## config.mk

```make
export PLATFORM = sky130hd
export DESIGN_NAME = sflash_cmd_frontend
export DESIGN_NICKNAME = d
export VERILOG_FILES = /design/src/rtl/sfc_pkg.sv /design/src/rtl/sfc_sync.sv /design/src/rtl/sfc_addr_ctr.sv /design/src/rtl/sfc_out_shift.sv /design/src/rtl/sflash_cmd_frontend.sv
export SDC_FILE = /design/constraint.sdc
export NUM_CORES = 1
export LEC_CHECK = 0
export BUFFER_PORTS_ARGS = -buffer_cell sky130_fd_sc_hd__buf_4
export CORE_UTILIZATION = 40
export CTS_CLUSTER_DIAMETER = 200
export CTS_CLUSTER_SIZE = 28
export DETAILED_ROUTE_END_ITERATION = 12
export GPL_ROUTABILITY_DRIVEN = 0
export SYNTH_ARGS = -nofsm -noshare
export SYNTH_HDL_FRONTEND = slang
export SYNTH_SLANG_ARGS = --single-unit
```

## constraint.sdc

```tcl
create_clock -name clk -period 5.3 [get_ports clk]
set_clock_uncertainty 0.15 [all_clocks]
set_input_delay 0.265 -clock clk [delete_from_list [all_inputs] [get_ports clk]]
set_output_delay 0.265 -clock clk [all_outputs]
set_load 0.005 [all_outputs]
```

## src/rtl/sfc_pkg.sv

```systemverilog
package sfc_pkg;

    typedef enum logic [2:0] {
        ST_IDLE,
        ST_OPCODE,
        ST_ADDR,
        ST_DUMMY,
        ST_STREAM,
        ST_IGNORE
    } sfc_state_e;

    typedef enum logic {
        CAT_EDGE,   // SO moves on falling SCK
        CAT_LEVEL   // SO moves on rising SCK
    } sfc_cat_e;

    localparam logic [7:0] OPC_RD_EDGE  = 8'h68;
    localparam logic [7:0] OPC_RD_LEVEL = 8'hE8;

endpackage

```

## src/rtl/sfc_sync.sv

```systemverilog
module sfc_sync #(
    parameter int             WIDTH     = 3,
    parameter int             STAGES    = 2,
    parameter logic [WIDTH-1:0] RESET_VAL = '0
) (
    input  logic             clk,
    input  logic             rst_n,
    input  logic [WIDTH-1:0] d,
    output logic [WIDTH-1:0] q
);

    logic [STAGES-1:0][WIDTH-1:0] pipe;

    always_ff @(posedge clk or negedge rst_n) begin
        if (!rst_n) begin
            pipe <= {STAGES{RESET_VAL}};
        end else begin
            pipe <= {pipe[STAGES-2:0], d};
        end
    end

    assign q = pipe[STAGES-1];

endmodule

```

## src/rtl/sfc_addr_ctr.sv

```systemverilog
module sfc_addr_ctr #(
    parameter int PAGE_BITS  = 13,
    parameter int COL_BITS   = 10,
    parameter int PAGE_BYTES = 528,
    parameter int NUM_PAGES  = 8192
) (
    input  logic                 clk,
    input  logic                 rst_n,
    input  logic                 load,
    input  logic [PAGE_BITS-1:0] load_page,
    input  logic [COL_BITS-1:0]  load_col,
    input  logic                 step,
    output logic [PAGE_BITS-1:0] page,
    output logic [COL_BITS-1:0]  col
);

    localparam logic [COL_BITS-1:0]  LAST_COL  = COL_BITS'(PAGE_BYTES - 1);
    localparam logic [PAGE_BITS-1:0] LAST_PAGE = PAGE_BITS'(NUM_PAGES - 1);

    always_ff @(posedge clk or negedge rst_n) begin
        if (!rst_n) begin
            page <= '0;
            col  <= '0;
        end else if (load) begin
            page <= load_page;
            col  <= load_col;
        end else if (step) begin
            if (col >= LAST_COL) begin
                col  <= '0;
                page <= (page == LAST_PAGE) ? '0 : page + PAGE_BITS'(1);
            end else begin
                col  <= col + COL_BITS'(1);
            end
        end
    end

endmodule

```

## src/rtl/sfc_out_shift.sv

```systemverilog
module sfc_out_shift #(
    parameter int DATA_W = 8
) (
    input  logic              clk,
    input  logic              rst_n,
    input  logic              clear,
    input  logic              edge_en,
    input  logic [DATA_W-1:0] din,
    output logic              so,
    output logic              live,
    output logic              taken
);

    localparam int LEFT_W = $clog2(DATA_W);

    logic [DATA_W-1:0] sr;
    logic [LEFT_W-1:0] left;

    assign taken = edge_en && !clear && (left == '0);
    assign so    = sr[DATA_W-1];

    always_ff @(posedge clk or negedge rst_n) begin
        if (!rst_n) begin
            sr   <= '0;
            left <= '0;
            live <= 1'b0;
        end else if (clear) begin
            sr   <= '0;
            left <= '0;
            live <= 1'b0;
        end else if (edge_en) begin
            if (left == '0) begin
                sr   <= din;
                left <= LEFT_W'(DATA_W - 1);
                live <= 1'b1;
            end else begin
                sr   <= {sr[DATA_W-2:0], 1'b0};
                left <= left - LEFT_W'(1);
            end
        end
    end

endmodule

```

## src/rtl/sflash_cmd_frontend.sv

```systemverilog
module sflash_cmd_frontend
    import sfc_pkg::*;
#(
    parameter int PAGE_BITS   = 13,
    parameter int COL_BITS    = 10,
    parameter int PAGE_BYTES  = 528,
    parameter int NUM_PAGES   = 8192,
    parameter int OPC_W       = 8,
    parameter int ADDR_PAD    = 1,
    parameter int DUMMY_CLKS  = 32,
    parameter int SYNC_STAGES = 2
) (
    input  logic                 clk,
    input  logic                 rst_n,
    input  logic                 cs_n,
    input  logic                 sck,
    input  logic                 si,
    output logic                 so,
    output logic                 so_oe,
    output logic                 mem_rd_en,
    output logic [PAGE_BITS-1:0] mem_page,
    output logic [COL_BITS-1:0]  mem_col,
    input  logic [7:0]           mem_rdata
);

    localparam int LOC_W   = PAGE_BITS + COL_BITS;
    localparam int ADDR_W  = ADDR_PAD + LOC_W;
    localparam int MAX_A   = (OPC_W > ADDR_W) ? OPC_W : ADDR_W;
    localparam int CNT_MAX = (MAX_A > DUMMY_CLKS) ? MAX_A : DUMMY_CLKS;
    localparam int CNT_W   = $clog2(CNT_MAX + 1);

    // synchronised pins
    logic cs_s, sck_s, si_s, sck_prev;
    logic cs_low, sck_rise, sck_fall, shift_edge;

    sfc_sync #(
        .WIDTH    (3),
        .STAGES   (SYNC_STAGES),
        .RESET_VAL(3'b100)
    ) u_sync (
        .clk  (clk),
        .rst_n(rst_n),
        .d    ({cs_n, sck, si}),
        .q    ({cs_s, sck_s, si_s})
    );

    always_ff @(posedge clk or negedge rst_n) begin
        if (!rst_n) sck_prev <= 1'b0;
        else        sck_prev <= sck_s;
    end

    assign cs_low   = !cs_s;
    assign sck_rise = cs_low && sck_s && !sck_prev;
    assign sck_fall = cs_low && !sck_s && sck_prev;

    // controller state
    sfc_state_e state_q, state_d;
    sfc_cat_e   cat_q;
    logic [CNT_W-1:0]   cnt;
    logic [OPC_W-2:0]   opc_sr;
    logic [LOC_W-2:0]   addr_sr;
    logic [OPC_W-1:0]   opc_full;
    logic [LOC_W-1:0]   loc_full;
    logic               fetch_q, rd_vld_q;
    logic [7:0]         hold;
    logic               ctr_load, edge_en, taken, live;

    assign opc_full   = {opc_sr, si_s};
    assign loc_full   = {addr_sr, si_s};
    assign shift_edge = (cat_q == CAT_LEVEL) ? sck_rise : sck_fall;

    always_ff @(posedge clk or negedge rst_n) begin
        if (!rst_n) state_q <= ST_IDLE;
        else        state_q <= state_d;
    end

    always_comb begin
        state_d = state_q;
        if (!cs_low) begin
            state_d = ST_IDLE;
        end else begin
            unique case (state_q)
                ST_IDLE:   state_d = ST_OPCODE;
                ST_OPCODE: if (sck_rise && cnt == CNT_W'(OPC_W - 1))
                               state_d = (opc_full == OPC_RD_EDGE || opc_full == OPC_RD_LEVEL)
                                         ? ST_ADDR : ST_IGNORE;
                ST_ADDR:   if (sck_rise && cnt == CNT_W'(ADDR_W - 1))
                               state_d = ST_DUMMY;
                ST_DUMMY:  if (sck_rise && cnt == CNT_W'(DUMMY_CLKS - 1))
                               state_d = ST_STREAM;
                ST_STREAM: state_d = ST_STREAM;
                ST_IGNORE: state_d = ST_IGNORE;
                default:   state_d = ST_IDLE;
            endcase
        end
    end

    // datapath registers
    always_ff @(posedge clk or negedge rst_n) begin
        if (!rst_n) begin
            cnt      <= '0;
            opc_sr   <= '0;
            addr_sr  <= '0;
            cat_q    <= CAT_EDGE;
            fetch_q  <= 1'b0;
            rd_vld_q <= 1'b0;
            hold     <= '0;
        end else begin
            fetch_q  <= taken;
            rd_vld_q <= mem_rd_en;
            if (rd_vld_q) hold <= mem_rdata;

            if (state_d != state_q) cnt <= '0;
            else if (sck_rise)      cnt <= cnt + CNT_W'(1);

            unique case (state_q)
                ST_OPCODE: begin
                    if (sck_rise) opc_sr <= opc_full[OPC_W-2:0];
                    if (state_d == ST_ADDR)
                        cat_q <= (opc_full == OPC_RD_LEVEL) ? CAT_LEVEL : CAT_EDGE;
                end
                ST_ADDR: begin
                    if (sck_rise) addr_sr <= loc_full[LOC_W-2:0];
                    if (state_d == ST_DUMMY) fetch_q <= 1'b1;
                end
                default: ;
            endcase
        end
    end

    assign ctr_load = (state_q == ST_ADDR) && (state_d == ST_DUMMY);
    assign edge_en  = ((state_q == ST_STREAM) && shift_edge) ||
                      ((state_q == ST_DUMMY) && (state_d == ST_STREAM) && (cat_q == CAT_LEVEL));

    sfc_addr_ctr #(
        .PAGE_BITS (PAGE_BITS),
        .COL_BITS  (COL_BITS),
        .PAGE_BYTES(PAGE_BYTES),
        .NUM_PAGES (NUM_PAGES)
    ) u_ctr (
        .clk      (clk),
        .rst_n    (rst_n),
        .load     (ctr_load),
        .load_page(loc_full[COL_BITS +: PAGE_BITS]),
        .load_col (loc_full[COL_BITS-1:0]),
        .step     (fetch_q),
        .page     (mem_page),
        .col      (mem_col)
    );

    sfc_out_shift #(
        .DATA_W(8)
    ) u_shift (
        .clk    (clk),
        .rst_n  (rst_n),
        .clear  (state_q == ST_IDLE),
        .edge_en(edge_en),
        .din    (hold),
        .so     (so),
        .live   (live),
        .taken  (taken)
    );

    assign mem_rd_en = fetch_q;
    assign so_oe     = live && (state_q == ST_STREAM);

endmodule

```

Word-level counts from Yosys, hierarchy flattened

Index checks and enable logic that the tools add are counted.

Reduce and logical (&&, ||, !) cells: 32
Order comparisons: 1
$add $sub $neg: 4
Equal/unequal tests: 15
Multiplexer cells: 28

Operators by type and width:

| cell                                          | count |
|---|---|
| 2-to-1 mux 13 bit                             | 4 |
| 2-to-1 mux 10 bit                             | 3 |
| 2-to-1 mux 3 bit                              | 8 |
| 2-to-1 mux 8 bit                              | 3 |
| one-hot mux 3 bit (6 select lines)            | 1 |
| logical AND 1 bit                             | 14 |
| adder 13 x 1 -> 13 bit, second input constant | 1 |
| == test 13 bit, second input constant         | 1 |
| == test 3 x 2 -> 1 bit, second input constant | 4 |
| == test 6 x 5 -> 1 bit, second input constant | 2 |
| 2-to-1 mux 6 bit                              | 2 |
| adder 10 x 1 -> 10 bit, second input constant | 1 |
| >= comparator 10 bit, second input constant   | 1 |
| AND reduction 2 bit                           | 5 |
| nonzero test 2 bit                            | 5 |
| == test 3 bit, second input constant          | 3 |
| == test 8 x 7 -> 1 bit, second input constant | 1 |
| == test 8 bit, second input constant          | 1 |
| 2-to-1 mux 1 bit                              | 7 |
| adder 6 x 1 -> 6 bit, second input constant   | 1 |
| == test 6 x 3 -> 1 bit, second input constant | 1 |
| zero test 3 bit                               | 2 |
| zero test 1 bit                               | 4 |
| == test 3 x 1 -> 1 bit, second input constant | 1 |
| 3 further kinds                               | 4 |

Register bits after elaboration: 91
Input bits: 13

Depth between registers and ports, before layout

Depth after elaboration: 15
Gate-level depth with buffers: 8
Mapped depth without buffers: 6

Modules after synthesis

Synthesis repeated with hierarchy kept, for this count alone.

Cell total of the unflattened synthesis: 415
Area total of the unflattened synthesis: 4792.1 um^2

By module, submodules not included:

| module              | sequential area each (um^2) | instances | cells each | area an instance (um^2) |
|---|---|---|---|---|
| sflash_cmd_frontend | 1251.2                      | 1         | 169        | 2323.5 |
| sfc_addr_ctr        | 575.6                       | 1         | 171        | 1532.7 |
| sfc_out_shift       | 300.3                       | 1         | 66         | 760.7 |
| sfc_sync            | 152.6                       | 1         | 9          | 175.2 |

Worst setup path after synthesis

OpenSTA, ideal clock, no wires.

Path type: register to register
From: register sck_prev
To: register cnt[0]
Setup time: 0.079 ns
Path buffers: 1
Slack: 2.964 ns
Data required time: 5.071 ns
Data arrival time: 2.107 ns
Stages on the path, launching flop included: 7
Clock period less this slack: 2.336 ns
Cells stage by stage: dfrtp_1 -> or4b_4 -> nor4_4 -> o32ai_1 -> or4_1 -> buf_2 -> a21oi_1

Longest elaborated chain between the ends: 8
Elaborated cells between the ends (all ways): 13

RTL lines:

| what                                                          | line                                                                            | RTL |
|---|---|---|
| start, declared                                               | sflash_cmd_frontend.sv:33                                                       | `logic cs_s, sck_s, si_s, sck_prev;` |
| start signal, assigned                                        | sflash_cmd_frontend.sv:49                                                       | `else sck_prev <= sck_s;` |
| zero test 1 bit (*)                                           | sflash_cmd_frontend.sv:53                                                       | `assign sck_rise = cs_low && sck_s && !sck_prev;` |
| logical AND 1 bit (*)                                         | sflash_cmd_frontend.sv:53                                                       |  |
| logical AND 1 bit (on tied branches)                          | sflash_cmd_frontend.sv:89, sflash_cmd_frontend.sv:84, sflash_cmd_frontend.sv:87 |  |
| 2-to-1 mux 3 bit (on tied branches)                           | sflash_cmd_frontend.sv:89, sflash_cmd_frontend.sv:84, sflash_cmd_frontend.sv:87 |  |
| one-hot mux 3 bit (6 select lines)                            | sflash_cmd_frontend.sv:82                                                       | `unique case (state_q)` |
| 2-to-1 mux 3 bit                                              | sflash_cmd_frontend.sv:79                                                       | `if (!cs_low) begin` |
| inequality test 3 bit                                         | sflash_cmd_frontend.sv:113                                                      | `if (state_d != state_q) cnt <= '0;` |
| 2-to-1 mux 6 bit / nonzero test 2 bit (equally long branches) | n/a                                                                             |  |
| end signal, assigned                                          | sflash_cmd_frontend.sv:114                                                      | `else if (sck_rise) cnt <= cnt + CNT_W'(1);` |
| end, declared                                                 | sflash_cmd_frontend.sv:59                                                       | `logic [CNT_W-1:0] cnt;` |

Mark *: on every way between the ends. The rest lies on a longest branch, timed or not.
A chain may end at the register's enable or synchronous reset.

Worst setup path in the final report

From: register cnt[0]
To: register u_ctr.page[7]

Longest elaborated chain between the ends: 9
Elaborated cells between the ends (all ways): 17

RTL lines:

| what                                                 | line                                                                            | RTL |
|---|---|---|
| == test 6 x 5 -> 1 bit, or another cell as far along | sflash_cmd_frontend.sv:89                                                       | `ST_DUMMY: if (sck_rise && cnt == CNT_W'(DUMMY_CLKS - 1))` |
| logical AND 1 bit (on tied branches)                 | sflash_cmd_frontend.sv:89, sflash_cmd_frontend.sv:84, sflash_cmd_frontend.sv:87 |  |
| 2-to-1 mux 3 bit (on tied branches)                  | sflash_cmd_frontend.sv:89, sflash_cmd_frontend.sv:84, sflash_cmd_frontend.sv:87 |  |
| one-hot mux 3 bit (6 select lines) (*)               | sflash_cmd_frontend.sv:82                                                       |  |
| 2-to-1 mux 3 bit (*)                                 | sflash_cmd_frontend.sv:79                                                       |  |
| == test 3 x 2 -> 1 bit (*)                           | sflash_cmd_frontend.sv:131                                                      | `assign ctr_load = (state_q == ST_ADDR) && (state_d == ST_DUMMY);` |
| logical AND 1 bit (*)                                | sflash_cmd_frontend.sv:131                                                      |  |
| nonzero test 2 bit (no source line)                  | n/a                                                                             |  |
| AND reduction 2 bit (no source line)                 | n/a                                                                             |  |
| end signal, assigned                                 | sfc_addr_ctr.sv:25                                                              | `page <= load_page;` |
| end signal, assigned                                 | sfc_addr_ctr.sv:30                                                              | `page <= (page == LAST_PAGE) ? '0 : page + PAGE_BITS'(1);` |
| end, declared                                        | sfc_addr_ctr.sv:13                                                              | `output logic [PAGE_BITS-1:0] page,` |

Marks and branches as above.

==> results.py <==
metrics = {
    "die": {
        "io_pins": 39,
        "die_h_um": 106,
        "start_util_pct": 41.5,
        "die_w_um": 106,
        "core_area_sq_um": 10400,
        "num_rows": 37,
        "dieArea_sq_um": 11200,
    },
    "worst_setup_path": {
        "worst_ep_required_time_ps": 5360,
        "cpMaxStageDelayCell": "o21ai_1",
        "rr_worst_depth": 6,
        "critPathMaxFanout": 13,
        "arrival_ps": 3060,
        "startpoint_type": "register",
        "endpoint_kind": "register",
        "ff2ff_setup_slack_ps": 2310,
        "slowest_delay_ps": 710,
        "rr_endpoint": "u_ctr.page[7]$_DFFE_PN0P_",
        "crit_chain": "ha_1, nor4bb_1, nand4_1, o21ai_1, o21ai_0, o2bb2ai_1",
        "crit_type": "register to register",
        "r2r_start": "cnt[0]$_DFFE_PN0P_",
    },
    "synth": {
        "synth_warnings": 0,
        "synthFlopType": "dfrtp_1",
        "synth.largest_area_cell": "dfrtp_1",
        "synth_cell_types": 54,
        "yosys-top-cells-area": "dfrtp_1 (52%), mux2_2 (9.9%), a21oi_1 (3.8%), nand2_1 (3.3%), o21ai_0 (2.0%)",
        "synth.ff_latch_count": 91,
        "synth_cells": 398,
        "avgSynthCellArea_sq_um": 10.8,
        "synth_top_area_share_pct": 51.7,
        "synth-async-reset-ratio_pct": 100,
        "synth_edf_count": 0,
        "ys_seq_area_share_pct": 53.0,
        "synth_area_sq_um": 4300,
        "syn_nets": 416,
    },
    "power": {
        "peakVddDrop_mv": 0.135,
        "power_density_nw_per_um2": 249,
        "p_leak_nw": 2.27,
    },
    "grt": {
        "grt_max_degree": 48,
        "overflow": 0,
        "antenna_found_initial": 0,
        "first_global_vias": 3224,
        "track_usage_pct": 18.1,
        "grt_pass1_wl_um": 16100,
    },
    "cts": {
        "cts_buffers": 9,
        "cts_max_level": 3,
        "cts_sinks": 91,
        "cts_setup_buffers": 0,
        "insertion_delay_ps": 350,
        "cts-root-buf": "clkbuf_8",
        "cts_tree": "done",
        "path_clk_slew_ps": 90,
        "clock_path_buffers": 2,
    },
    "timing": {
        "hold_viol_final": 0,
        "slew_headroom_pct": 36.0,
        "period_needed_ps": 2990,
        "fin_tns_setup_ps": 0,
        "finalCritPeriodShare_pct": 56.5,
        "tightest_slew_ps": 958,
        "finalSetupViolCount": 0,
        "rsz0062_at_grt": "no",
        "timing.fmax_mhz": 334,
        "slew_violations": 0,
        "setup_ws_ps": 2310,
    },
    "detailed_routing": {
        "vias_per_cell": 5.70,
        "drtPass1Iterations": 4,
        "drc": 0,
        "wl_per_cell_um": 16.4,
        "drt-total-wl_um": 9540,
        "final_antenna_net_count": 0,
        "drtIter0Drc": 199,
        "vias": 3310,
    },
    "cells_and_area": {
        "instances_no_fill": 581,
        "mostFrequentLayoutCells": "dfrtp_1 (89), buf_4 (40), nand2_1 (38), mux2_2 (38), a21oi_1 (33)",
        "n_antenna_cell": 0,
        "finalNetCount": 459,
        "layout-drive-gt1-share_pct": 23.4,
        "syn_to_final_growth_pct": 16.0,
        "final_common_cell": "dfrtp_1",
    },
    "job": {
        "cap_violations": 0,
    },
    "status": {
        "status": "complete, no violations",
    },
    "min_path": {
        "hold_path_startpoint": "u_sync.pipe[0]$_DFF_PN0_",
        "whs_path_depth": 0,
        "hp-class": "register to register",
        "hold_end": "u_sync.q[0]$_DFF_PN0_",
    },
    "place": {
        "io_buffers": 38,
        "post-dp-hpwl_um": 6420,
        "dp_cells": 554,
        "dpl_worst_slack_ps": 2240,
    },
}
[Yosys cell counts, drive strengths merged (3+ instances only)]
cell type	n
inv	10
or3	4
nand4	10
nand2b	4
a221o	6
ha	5
nor3b	6
a221oi	4
a31oi	10
clkbuf	14
nand3	10
dfrtp	89
or2	3
a21o	3
nor2	18
a21oi	33
nor3	8
xor2	3
and3	4
o22ai	7
buf	6
mux2	38
nand2	38
a22oi	5
nor4	8
o21ai	17
[cells by family (layout without fill, tap and decap cells)]
group | Yosys count | in the layout | share of synthesized area, %
DFF | 91 | 91 | 53.0
adders and majority gates | 6 | 6 | 1.69
xor gates and xnor gates | 5 | 5 | 1.02
muxes | 39 | 39 | 10.2
AOI/OAI and AO/OA | 102 | 102 | 15.4
buffers and inverters | 30 | 77 | 2.67
and+or+nand+nor | 125 | 125 | 16.1
[cell type report]
type                       instances  area, sq um
inverter                          10         37.5
sequential                        91         2280
multi-input combinational        277         1910
fill                             997         5380
clock inverter                     4         26.3
timing repair buffer              52          420
clock buffer                      11          151
tap                              136          170
[repair_timing]
| item | 4_1_cts | 5_1_grt |
|---|---|---|
| endpoints found under the hold margin | 53 | 0 |
| hold buffers | 12 | 0 |
| resized for setup | 0 | 0 |
[through the flow]
| stage | cell area (sq um) | total power [mW] | utilization [%] | hold slack [ps] |
|---|---|---|---|---|
| finish | 4990 | 1.24 | 48.2 | 204 |
| global placement | 4700 | 0.812 | 45.3 | 149 |
| detailed placement | 4700 | 0.816 | 45.3 | 161 |
| floorplan | 4300 | 0.783 | - | -181 |
| CTS | 4990 | 1.26 | 48.2 | 209 |
| global route | 4990 | 1.29 | 48.2 | 211 |
[layer usage]
layer  routed length [um]  track usage (%)
met2                 4440             27.5
met1                 4670             26.1
met3                  297             3.22
met5                    0                0
met4                  128             5.95
[power breakdown]
group,total [mW],internal [mW],leakage (nW),switching [mW]
registers,0.734,0.716,1.25,0.0184
logic,0.0733,0.0353,0.929,0.0380
clock network,0.437,0.193,0.0912,0.243
[flip-flops by register name, summed over array words and instances, names as in the netlist, 3 cells and up]
signal,flops
u_sync.pipe,3
addr_sr,22
u_shift.left,3
u_shift.sr,8
hold,8
u_ctr.col,10
opc_sr,7
u_sync.q,3
cnt,6
state_q,3
u_ctr.page,13
[how the worst max path moves through the flow]
stage / from / endpoint / slack, ps
after global routing: cnt[0]$_DFFE_PN0P_ / u_ctr.page[5]$_DFFE_PN0P_ / 2070
final: cnt[0]$_DFFE_PN0P_ / u_ctr.page[7]$_DFFE_PN0P_ / 2310
after global placement: cnt[0]$_DFFE_PN0P_ / u_ctr.page[7]$_DFFE_PN0P_ / 2390
after CTS: cnt[0]$_DFFE_PN0P_ / u_ctr.page[7]$_DFFE_PN0P_ / 2230
after floorplan: sck_prev$_DFF_PN0_ / cnt[0]$_DFFE_PN0P_ / 2960
after detailed placement: cnt[0]$_DFFE_PN0P_ / u_ctr.page[7]$_DFFE_PN0P_ / 2240
[worst max-delay path: cells and delay by family, from the launching register on]
kind / cells / cell delay (ps)
compound gates: 3 / 1100
fa+ha+maj: 1 / 230
flops: 1 / 390
simple gates: 2 / 1000
(Power assumes the default switching activity.)
